===== config.mk =====
export PLATFORM = sky130hd
export DESIGN_NAME = codec_word_sequencer
export DESIGN_NICKNAME = d
export VERILOG_FILES = /design/src/rtl/codec_seq_pkg.sv /design/src/rtl/codec_seq_ctrl.sv /design/src/rtl/codec_seq_dp.sv /design/src/rtl/codec_word_sequencer.sv
export SDC_FILE = /design/constraint.sdc
export NUM_CORES = 1
export LEC_CHECK = 0
export CAP_MARGIN = 20
export CELL_PAD_IN_SITES_DETAIL_PLACEMENT = 1
export CELL_PAD_IN_SITES_GLOBAL_PLACEMENT = 2
export CORE_MARGIN = 2
export CORE_UTILIZATION = 22
export CTS_CLUSTER_DIAMETER = 50
export DETAILED_ROUTE_END_ITERATION = 10
export PLACE_DENSITY_LB_ADDON = 0.1
export SLEW_MARGIN = 20
export SYNTH_ARGS = -nofsm -noshare
export SYNTH_HDL_FRONTEND = slang
export SYNTH_SLANG_ARGS = --single-unit

===== constraint.sdc =====
create_clock -name clk -period 2.7 [get_ports clk]
set_input_delay 0.675 -clock clk [delete_from_list [all_inputs] [get_ports clk]]
set_output_delay 0.675 -clock clk [all_outputs]
set_load 0.005 [all_outputs]

===== src/rtl/codec_seq_pkg.sv =====
`timescale 1ns/1ps
package codec_seq_pkg;
  localparam int WORD_W  = 16;
  localparam int TAG_W   = 2;
  localparam int SMP_W   = WORD_W - TAG_W;
  localparam int CFG_LEN = 6;
  localparam int IDX_W   = $clog2(CFG_LEN);

  localparam logic [TAG_W-1:0] TAG_PRI = 2'b00;
  localparam logic [TAG_W-1:0] TAG_REQ = 2'b11;
  localparam logic [TAG_W-1:0] TAG_FLT = 2'b00;
  localparam logic [TAG_W-1:0] TAG_CNV = 2'b10;
  localparam logic [TAG_W-1:0] TAG_CTL = 2'b11;

  localparam logic [WORD_W-1:0] CTL_IN_MAIN = 16'h0063;
  localparam logic [WORD_W-1:0] CTL_IN_AUX  = 16'h0073;

  typedef enum logic [1:0] {
    SEL_CFG,
    SEL_SMP,
    SEL_SWTAG,
    SEL_SWCTL
  } wordSel_e;

  typedef struct packed {
    logic             load;
    wordSel_e         sel;
    logic             clr;
    logic [IDX_W-1:0] cfgIdx;
  } seqStrobe_t;
endpackage


===== src/rtl/codec_seq_ctrl.sv =====
`timescale 1ns/1ps
module codec_seq_ctrl
  import codec_seq_pkg::*;
#(
  parameter int RST_CYC = 16
) (
  input  logic       clk,
  input  logic       rstN,
  input  logic       txValid,
  input  logic       txReady,
  input  logic       smpValid,
  input  logic       swValid,
  output logic       smpReady,
  output logic       swReady,
  output logic       codecRstN,
  output logic       cfgDone,
  output seqStrobe_t strb
);
  localparam int CNT_W = $clog2(RST_CYC + 1);

  typedef enum logic [2:0] {ST_HOLD, ST_CFG, ST_RUN, ST_SWTAG, ST_SWCTL} seqState_e;

  seqState_e        state, stateNxt;
  logic [CNT_W-1:0] holdCnt;
  logic [IDX_W-1:0] idx, idxNxt;
  logic             accept, lastCfg, holdEnd;

  assign accept  = txValid && txReady;
  assign lastCfg = (idx == IDX_W'(CFG_LEN - 1));
  assign holdEnd = (holdCnt == CNT_W'(RST_CYC - 1));

  always_comb begin
    stateNxt    = state;
    idxNxt      = idx;
    strb        = '0;
    strb.cfgIdx = idx;
    case (state)
      ST_HOLD: if (holdEnd) begin
        stateNxt    = ST_CFG;
        strb.load   = 1'b1;
        strb.sel    = SEL_CFG;
        strb.cfgIdx = '0;
      end
      ST_CFG: if (accept) begin
        if (lastCfg) begin
          strb.clr = 1'b1;
          stateNxt = ST_RUN;
        end else begin
          idxNxt      = idx + 1'b1;
          strb.load   = 1'b1;
          strb.sel    = SEL_CFG;
          strb.cfgIdx = idx + 1'b1;
        end
      end
      ST_RUN: begin
        if (txValid) begin
          strb.clr = txReady;
        end else if (swValid) begin
          strb.load = 1'b1;
          strb.sel  = SEL_SWTAG;
          stateNxt  = ST_SWTAG;
        end else if (smpValid) begin
          strb.load = 1'b1;
          strb.sel  = SEL_SMP;
        end
      end
      ST_SWTAG: if (accept) begin
        strb.load = 1'b1;
        strb.sel  = SEL_SWCTL;
        stateNxt  = ST_SWCTL;
      end
      ST_SWCTL: if (accept) begin
        strb.clr = 1'b1;
        stateNxt = ST_RUN;
      end
      default: stateNxt = ST_HOLD;
    endcase
  end

  assign swReady  = (state == ST_RUN) && !txValid;
  assign smpReady = swReady && !swValid;

  always_ff @(posedge clk) begin
    if (!rstN) begin
      state     <= ST_HOLD;
      holdCnt   <= '0;
      idx       <= '0;
      codecRstN <= 1'b0;
      cfgDone   <= 1'b0;
    end else begin
      state <= stateNxt;
      idx   <= idxNxt;
      if (state == ST_HOLD) begin
        holdCnt <= holdCnt + 1'b1;
        if (holdEnd) codecRstN <= 1'b1;
      end
      if (state == ST_CFG && accept && lastCfg) cfgDone <= 1'b1;
    end
  end
endmodule


===== src/rtl/codec_seq_dp.sv =====
`timescale 1ns/1ps
module codec_seq_dp
  import codec_seq_pkg::*;
#(
  parameter int RX_W = 32
) (
  input  logic              clk,
  input  logic              rstN,
  input  seqStrobe_t        strb,
  input  logic [SMP_W-1:0]  cfgA,
  input  logic [SMP_W-1:0]  cfgB,
  input  logic [SMP_W-1:0]  cfgCtl,
  input  logic [SMP_W-1:0]  smpIn,
  input  logic              swAux,
  input  logic              rxValid,
  input  logic [WORD_W-1:0] rxWord,
  output logic              txValid,
  output logic [WORD_W-1:0] txWord,
  output logic              rxSmpValid,
  output logic [RX_W-1:0]   rxSample
);
  localparam int RX_PAD   = RX_W - WORD_W;
  localparam int RX_SHIFT = RX_W - SMP_W;
  localparam logic [WORD_W-1:0] REQ_WORD = {{SMP_W{1'b0}}, TAG_REQ};

  logic                   auxSel;
  logic [WORD_W-1:0]      nextWord;
  logic signed [RX_W-1:0] rxAligned;

  always_comb begin
    nextWord = REQ_WORD;
    case (strb.sel)
      SEL_CFG: begin
        case (strb.cfgIdx)
          IDX_W'(1): nextWord = {cfgA,   TAG_FLT};
          IDX_W'(3): nextWord = {cfgB,   TAG_CNV};
          IDX_W'(5): nextWord = {cfgCtl, TAG_CTL};
          default:   nextWord = REQ_WORD;
        endcase
      end
      SEL_SMP:   nextWord = {smpIn, TAG_PRI};
      SEL_SWTAG: nextWord = {smpIn, TAG_REQ};
      SEL_SWCTL: nextWord = auxSel ? CTL_IN_AUX : CTL_IN_MAIN;
      default:   nextWord = REQ_WORD;
    endcase
  end

  // Received word placed at the top of the wide register, then shifted down arithmetically
  assign rxAligned = {rxWord, {RX_PAD{1'b0}}};

  always_ff @(posedge clk) begin
    if (!rstN) begin
      txValid    <= 1'b0;
      txWord     <= '0;
      auxSel     <= 1'b0;
      rxSmpValid <= 1'b0;
      rxSample   <= '0;
    end else begin
      if (strb.load) begin
        txValid <= 1'b1;
        txWord  <= nextWord;
        if (strb.sel == SEL_SWTAG) auxSel <= swAux;
      end else if (strb.clr) begin
        txValid <= 1'b0;
      end
      rxSmpValid <= rxValid;
      if (rxValid) rxSample <= rxAligned >>> RX_SHIFT;
    end
  end
endmodule


===== src/rtl/codec_word_sequencer.sv =====
`timescale 1ns/1ps
module codec_word_sequencer
  import codec_seq_pkg::*;
#(
  parameter int RST_CYC = 16,
  parameter int RX_W    = 32
) (
  input  logic              clk,
  input  logic              rstN,
  input  logic [SMP_W-1:0]  cfgA,
  input  logic [SMP_W-1:0]  cfgB,
  input  logic [SMP_W-1:0]  cfgCtl,
  input  logic              smpValid,
  output logic              smpReady,
  input  logic [SMP_W-1:0]  smpIn,
  input  logic              swValid,
  output logic              swReady,
  input  logic              swAux,
  output logic              txValid,
  input  logic              txReady,
  output logic [WORD_W-1:0] txWord,
  input  logic              rxValid,
  input  logic [WORD_W-1:0] rxWord,
  output logic              rxSmpValid,
  output logic [RX_W-1:0]   rxSample,
  output logic              codecRstN,
  output logic              cfgDone
);
  seqStrobe_t strb;

  codec_seq_ctrl #(.RST_CYC(RST_CYC)) ctrl_i (
    .clk(clk), .rstN(rstN), .txValid(txValid), .txReady(txReady),
    .smpValid(smpValid), .swValid(swValid), .smpReady(smpReady),
    .swReady(swReady), .codecRstN(codecRstN), .cfgDone(cfgDone), .strb(strb)
  );

  codec_seq_dp #(.RX_W(RX_W)) dp_i (
    .clk(clk), .rstN(rstN), .strb(strb), .cfgA(cfgA), .cfgB(cfgB),
    .cfgCtl(cfgCtl), .smpIn(smpIn), .swAux(swAux), .rxValid(rxValid),
    .rxWord(rxWord), .txValid(txValid), .txWord(txWord),
    .rxSmpValid(rxSmpValid), .rxSample(rxSample)
  );
endmodule


==> key figures, run 1 <==
Clocking
  • TritonCTS clock tree: done
  • Clock Sinks: 46
  • Post-CTS setup buffer count: 0
  • Resize count post-CTS: 0
  • Root buffer cell: clkbuf_16
  • Worst-skew pair later-pin latency: 0.29 ns
  • CTS buffer count: 5
  • Number of H-tree levels: 2
  • Maximum clock path buffer count: 2
  • Clock transition at the registers of the reported paths: 0.07 ns
  • Post-CTS Hold Fix Bufs: 0

Final layout
  • Register area: 921 um2
  • Layout Nets: 528
  • Fillers: 1,399
  • Final instance area: 0.00433 mm2
  • Fraction of layout cells with a size suffix above 1: 0.112
  • Syn-to-layout area delta: 62.4%
  • Multi-input gate area: ~0.0015 mm2
  • ANT cells: 0

STA
  • Final setup vio count: 0
  • F_max: 381 MHz
  • Unrepaired setup endpoints after global routing: false
  • Fin. Hold Viols: 0
  • Final TNS setup: 0 ns
  • Clk_skew: 0.00481 ns
  • Slew of the pin with the lowest slew margin: 0.699 ns
  • Min Tclk post-route: 2.62 ns
  • Max-slew violations: 0
  • Final period utilization: 0.972
  • Slew HR: 0.534

Synthesis
  • Seq/Total Area, Yosys: 0.345
  • Ys flop type: dfxtp_1
  • Yosys warns: 0
  • Mean Syn Cell Area: 8.42 um2
  • Synthesis-stage register bit count: 46
  • Post-Synthesis Cells: 317
  • Syn Nets: 400
  • Post-synthesis async set-or-reset flop share: 0
  • EDFF count, synth: 0
  • Synth cell types: 52
  • Post-synthesis cell area: 0.00267 mm2

Die
  • Die Width: 114 um
  • Core area: about 0.012 mm2
  • Initial Util: 0.224
  • Die area: 0.0130 mm2
  • Ports: 133
  • Row cnt: 40
  • DIE HEIGHT: 114 um

Power and ir drop
  • Switch Pwr: between 300 and 400 uW
  • Power Density: ~380 mW/mm2
  • Total power: 1.66 mW
  • Clk pwr share: 0.434
  • Leakage: approximately 1.6 nW
  • Internal Pwr Total: 1.30 mW
  • Combinational share of power: 0.139
  • Seq pwr share: 0.426
  • Sw Ratio: 0.219
  • IR drop worst, VDD: 0.000207 V

Placement
  • Dpl cell area: 0.00417 mm2
  • Gp weighted congestion: 0.797
  • Final HPWL DP: 7250 um
  • Number of port buffers: 130

Detailed routing
  • Starting DRT DRC Count: 66
  • DRT Pass-1 Iters: 4
  • Routed wire length: 9520 um
  • Avg WL per Cell: between 15 and 20 um
  • Vias: approximately 2,800
  • Vias/cell: 4.71
  • Post-route antenna net violation count: 0
  • DRC violation count after routing: 0

Worst setup path
  • WS Path Type: reg -> out
  • CP max FO: 15
  • Worst Path Required: 2.03 ns
  • Crit. End Element: primary output
  • CP Launch Type: register
  • Worst Path Arrival: 1.95 ns

Global route
  • Overflow after GRT: 0
  • Pin count of the biggest net entering global routing: 27
  • GRT Total Usage: 0.149
  • Global-route wire length before repair: 15,300 um
  • Number of antenna violations at the first check in global routing: 0
  • Vias in the first global route: 2,953

Outcome
  • Status: finished, final reports clean

Job
  • Max Cap Violations: 0

Min path
  • Worst Hold Class: reg -> reg
[cell type report]
| cell class | count | share of cell area |
|---|---|---|
| clock buffers | 6 | 0.0298 |
| clock inverters | 2 | 0.00867 |
| inverters | 8 | 0.00693 |
| multi-input cells | 225 | 0.343 |
| flip-flops and latches | 46 | 0.213 |
| well taps | 147 | 0.0425 |
| repair buffers | 159 | 0.356 |
[stage by stage]
| step | cells | hold WS [ns] | setup WS, ns | utilization |
|---|---|---|---|---|
| floorplan | 317 | 0.436 | 0.608 | - |
| finish | 593 | 0.476 | 0.0756 | 0.364 |
| global placement | 585 | 0.453 | 0.0103 | 0.350 |
| CTS | 593 | 0.477 | 0.0876 | 0.364 |
| global route | 593 | 0.500 | 0.00812 | 0.364 |
| detailed placement | 585 | 0.466 | -0.0630 | 0.350 |
[cells by family (layout without fill, tap and decap cells)]
family	after synthesis	after routing	share of synthesized area
mux	18	18	0.0675
compound gates	89	89	0.250
fa+ha+maj	4	4	0.0188
flops	46	46	0.345
xor+xnor	5	5	0.0164
simple gates	109	109	0.205
buf+inv	46	175	0.0976
[flip-flops by register name, indices dropped and copies added (netlist names)]
signal and flops:
ctrl_i.state 3, dp_i.txWord 16, dp_i.rxSmpValid 1, dp_i.auxSel 1
ctrl_i.holdCnt 5, ctrl_i.codecRstN 1, dp_i.rxSample 14, dp_i.txValid 1
ctrl_i.idx 3, ctrl_i.cfgDone 1
[cell usage in the layout, fill, tap and decap left out, types with 5 or more instances in the layout]
cell type / Yosys / layout
mux2i_1: 18 / 18
a21oi_1: 21 / 21
inv_1: 5 / 5
nor2_1: 44 / 44
dfxtp_1: 46 / 46
o21ai_1: 9 / 9
a221oi_1: 13 / 13
buf_4: 20 / 27
and2_1: 5 / 5
nor3_1: 6 / 6
a311oi_1: 11 / 11
clkdlybuf4s50_1: 0 / 130
nand2_1: 33 / 33
o21ai_0: 6 / 6
clkbuf_16: 0 / 5
[synthesized netlist by cell type (2+ instances only)]
cell       instances  area, um2
and2_1             5       31.3
o221ai_1           2       17.5
nor4b_4            2       47.6
xnor2_1            3       26.3
nand2_1           33        124
a311oi_1          11       96.3
nor3_1             6       30.0
a211oi_1           3       22.5
o21ai_1            9       45.0
and3_1             2       12.5
xor2_1             2       17.5
nor2_1            44        165
inv_1              5       18.8
o21a_1             3       22.5
dfxtp_1           46        921
mux2i_1           18        180
inv_2              2       7.51
clkbuf_1          13       48.8
a221oi_1          13        114
ha_1               4       50.1
nor2b_1            4       25.0
a21oi_1           21        105
buf_4             20        150
o21ai_0            6       30.0
nand3b_1           2       15.0
nor3b_1            2       15.0
buf_2              4       20.0
nand3_1            3       15.0
o2bb2ai_1          4       35.0
a31oi_1            3       18.8
[power by group through the flow]
stage	clock [mW]	combinational, mW	sequential (mW)
2_1_floorplan	0	0.0648	0.724
3_3_place_gp	0	0.235	0.723
3_5_place_dp	0	0.235	0.724
4_1_cts	0.750	0.236	0.709
5_1_grt	0.778	0.250	0.711
6_report	0.722	0.232	0.708
[worst paths after layout]
kind / end / slack, ns / from / depth (start not counted)
max: smpReady / 0.08 / ctrl_i.state[0] / 3
min: dp_i.auxSel / 0.48 / dp_i.auxSel / 2
max reg2reg: dp_i.txWord[5] / 0.34 / ctrl_i.idx[1] / 8
min reg2reg: dp_i.auxSel / 0.48 / dp_i.auxSel / 2
[routing by layer]
| metal | global-route usage | vias to the layer above | wire, um |
|---|---|---|---|
| met4 | 0.0407 | 0 | 127 |
| met2 | 0.252 | 74 | 4610 |
| met5 | 0 | - | 0 |
| met3 | 0.0471 | 10 | 685 |
| li1 | - | 1385 | - |
| met1 | 0.182 | 1322 | 4100 |
[critical path: stages, from the launching register on]
cell             delay (ns)
dfxtp_1                0.50
nor4b_4                0.30
nor2b_1                0.29
clkdlybuf4s50_1        0.56
No activity file was read; power rests on OpenSTA's default activity.
==> run 2, diff against run 1 <==
- REMOVE_ABC_BUFFERS: unset -> 1
==> key figures, run 2 (synthesis gave the netlist of run 1 again) <==
Outcome
  • Status: finished, final reports clean (unchanged)

STA
  • F_max: 385 MHz (was 381 MHz)
  • Slew of the pin with the lowest slew margin: 0.544 ns (was 0.699 ns)
  • Min Tclk post-route: 2.60 ns (was 2.62 ns)
  • Slew HR: 0.637 (was 0.534)
  • Max-slew violations: 0 (unchanged)
  • Final setup vio count: 0 (unchanged)
  • Final TNS setup: 0 ns (unchanged)
  • Final period utilization: 0.961 (was 0.972)
  • Clk_skew: 0.00532 ns (was 0.00481 ns)
  • Fin. Hold Viols: 0 (unchanged)
  • Worst Setup Slack, final: 0.104 ns (was 0.0756 ns)
  • Unrepaired setup endpoints after global routing: false (unchanged)

Detailed routing
  • Starting DRT DRC Count: 71 (was 66)
  • DRT Pass-1 Iters: 4 (unchanged)
  • Post-route antenna net violation count: 0 (unchanged)
  • DRC violation count after routing: 0 (unchanged)
  • Avg WL per Cell: 16.7 um (was 16.0 um)
  • Routed wire length: 9770 um (was 9520 um)
  • Vias/cell: 4.70 (was 4.71)
  • Vias: 2,750 (was 2,791)

Global route
  • Number of antenna violations at the first check in global routing: 0 (unchanged)
  • GRT Total Usage: 0.150 (was 0.149)
  • Pin count of the biggest net entering global routing: 45 (was 27)
  • Vias in the first global route: 2,882 (was 2,953)
  • Global-route wire length before repair: 15,000 um (was 15,300 um)
  • Overflow after GRT: 0 (unchanged)

Placement
  • Gp weighted congestion: 0.715 (was 0.797)
  • Number of port buffers: 130 (unchanged)
  • Place WS: -0.0840 ns (was -0.0630 ns)
  • Final HPWL DP: 7200 um (was 7250 um)

Worst setup path
  • CP Launch Type: primary input (was register)
  • FF-to-FF End: dp_i.txWord[14] (was dp_i.txWord[5])
  • R2R depth: 7 (was 8)
  • Crit path largest cell delay: 0.56 ns (about the same)
  • Worst path slowest cell: clkdlybuf4s50_1 (unchanged)
  • Crit. End Element: primary output (unchanged)
  • Worst Path Arrival: 1.92 ns (was 1.95 ns)
  • CP delay by family, top: buffers and inverters (was simple AND/OR/NAND/NOR gates)
  • R2r setup slk: 0.35 ns (was 0.34 ns)
  • Worst path bufs/invs: 2 (was 1)
  • Crit path cell chain: clkdlybuf4s50_1 > nor2b_1 > clkdlybuf4s50_1 (was nor4b_4 > nor2b_1 > clkdlybuf4s50_1)
  • Reg2reg start: ctrl_i.idx[0] (was ctrl_i.idx[1])
  • Crit. path cell count: 3 (unchanged)
  • WS Path Type: in -> out (was reg -> out)
  • CP max FO: 3 (was 15)
  • Worst Path Required: 2.03 ns (about the same)
  • CP dominant cell by count: clkdlybuf4s50_1

Clocking
  • Worst-skew pair later-pin latency: 0.29 ns (about the same)
  • TritonCTS clock tree: done (unchanged)
  • Maximum clock path buffer count: 2 (unchanged)
  • CTS buffer count: 5 (unchanged)
  • Clock transition at the registers of the reported paths: 0.07 ns (about the same)
  • Number of H-tree levels: 2 (unchanged)
  • Root buffer cell: clkbuf_16 (unchanged)
  • Clock Sinks: 46 (unchanged)

Die
  • DIE HEIGHT: 114 um (unchanged)
  • Ports: 133 (unchanged)
  • Initial Util: 0.224 (unchanged)
  • Die Width: 114 um (unchanged)
  • Die area: 0.0130 mm2 (unchanged)
  • Core area: 0.0119 mm2 (unchanged)
  • Row cnt: 40 (unchanged)

Final layout
  • ANT cells: 0 (unchanged)
  • Max reg flops: 16 (unchanged)
  • Fraction of layout cells with a size suffix above 1: 0.100 (was 0.112)
  • Syn-to-layout area delta: 61.4% (was 62.4%)
  • Layout Nets: 520 (was 528)
  • Largest Register: dp_i.txWord (unchanged)
  • Commonest non-fill, non-tap cells in the layout: clkdlybuf4s50_1 (130), dfxtp_1 (45), nor2_1 (44) (was clkdlybuf4s50_1 (130), dfxtp_1 (46), nor2_1 (44))
  • Commonest non-fill, non-tap cell in the layout: clkdlybuf4s50_1 (unchanged)
  • Largest regs: dp_i.txWord: 16 flops, dp_i.rxSample: 14 flops, ctrl_i.holdCnt: 5 flops (unchanged)

Power and ir drop
  • Total power: 1.66 mW (about the same)
  • Power Density: 385 mW/mm2 (was 384 mW/mm2)
  • IR drop worst, VDD: 0.000216 V (was 0.000207 V)
  • Leakage: 1.56 nW (was 1.58 nW)

Min path
  • Min-delay src: ctrl_i.cfgDone (was dp_i.auxSel)
  • Worst Hold Class: reg -> reg (unchanged)
  • Hold Path Depth: 1 (was 2)
  • Hold endpoint: ctrl_i.cfgDone (was dp_i.auxSel)

Job
  • Max Cap Violations: 0 (unchanged)
run 2: how the worst max path moves through the flow:
| stage | start | to | slack, ns |
|---|---|---|---|
| floorplan | ctrl_i.holdCnt[0] | dp_i.txWord[11] | 0.15 |
| global placement | txReady | dp_i.txWord[15] | -0.07 |
| detailed placement | txReady | dp_i.txWord[15] | -0.08 |
| CTS | ctrl_i.state[0] | smpReady | 0.04 |
| global route | swValid | smpReady | 0.05 |
| finish | swValid | smpReady | 0.10 |
run 2: what timing repair did:
item                       CTS  global route
gates resized for setup      0             2
setup buffers                0             0
hold buffers                 0             0
setup endpoints to repair    0             2
run 2: final cells by class:
type                            count  area (um2)
Fill cell                        1387        7600
Tap cell                          147         184
Inverter                            8        30.0
Clock buffer                        5         125
Multi-Input combinational cell    225        1500
Timing Repair Buffer              151        1510
Sequential cell                    46         922
Clock inverter                      3        40.0
run 2: stage by stage:
stage	std cells	hold WS (ns)	utilization	instance area, um2
floorplan	279	0.436	-	2440
global placement	577	0.454	0.347	4130
detailed placement	577	0.456	0.347	4130
CTS	585	0.471	0.361	4300
global route	585	0.481	0.362	4310
finish	585	0.466	0.362	4310
run 2: worst reg2reg max path, delay by kind of cell (launching register included):
| family | cells | cell delay, ns |
|---|---|---|
| AOI/OAI and AO/OA | 3 | 0.94 |
| DFF | 1 | 0.52 |
| and+or+nand+nor | 2 | 0.32 |
| adders and majority gates | 1 | 0.28 |
| xor gates and xnor gates | 1 | 0.20 |
run 2: power by group:
part           internal, mW  switching [mW]
logic                 0.162          0.0664
registers             0.695          0.0128
clock network         0.434           0.288
total                  1.29           0.368
run 2: routing by layer:
metal  GRT usage  wire, um  vias to the layer above
li1            -         -                     1373
met1       0.180      4180                     1304
met2       0.258      4880                       65
met3      0.0482       608                        8
met4      0.0415       103                        0
met5           0         0                        -
==> run 3, diff against run 2 <==
- CTS_BUF_LIST: unset -> sky130_fd_sc_hd__clkbuf_8 sky130_fd_sc_hd__clkbuf_16
==> results of run 3 <==
The final DEF is identical to that of run 2; final timing and power are the same.
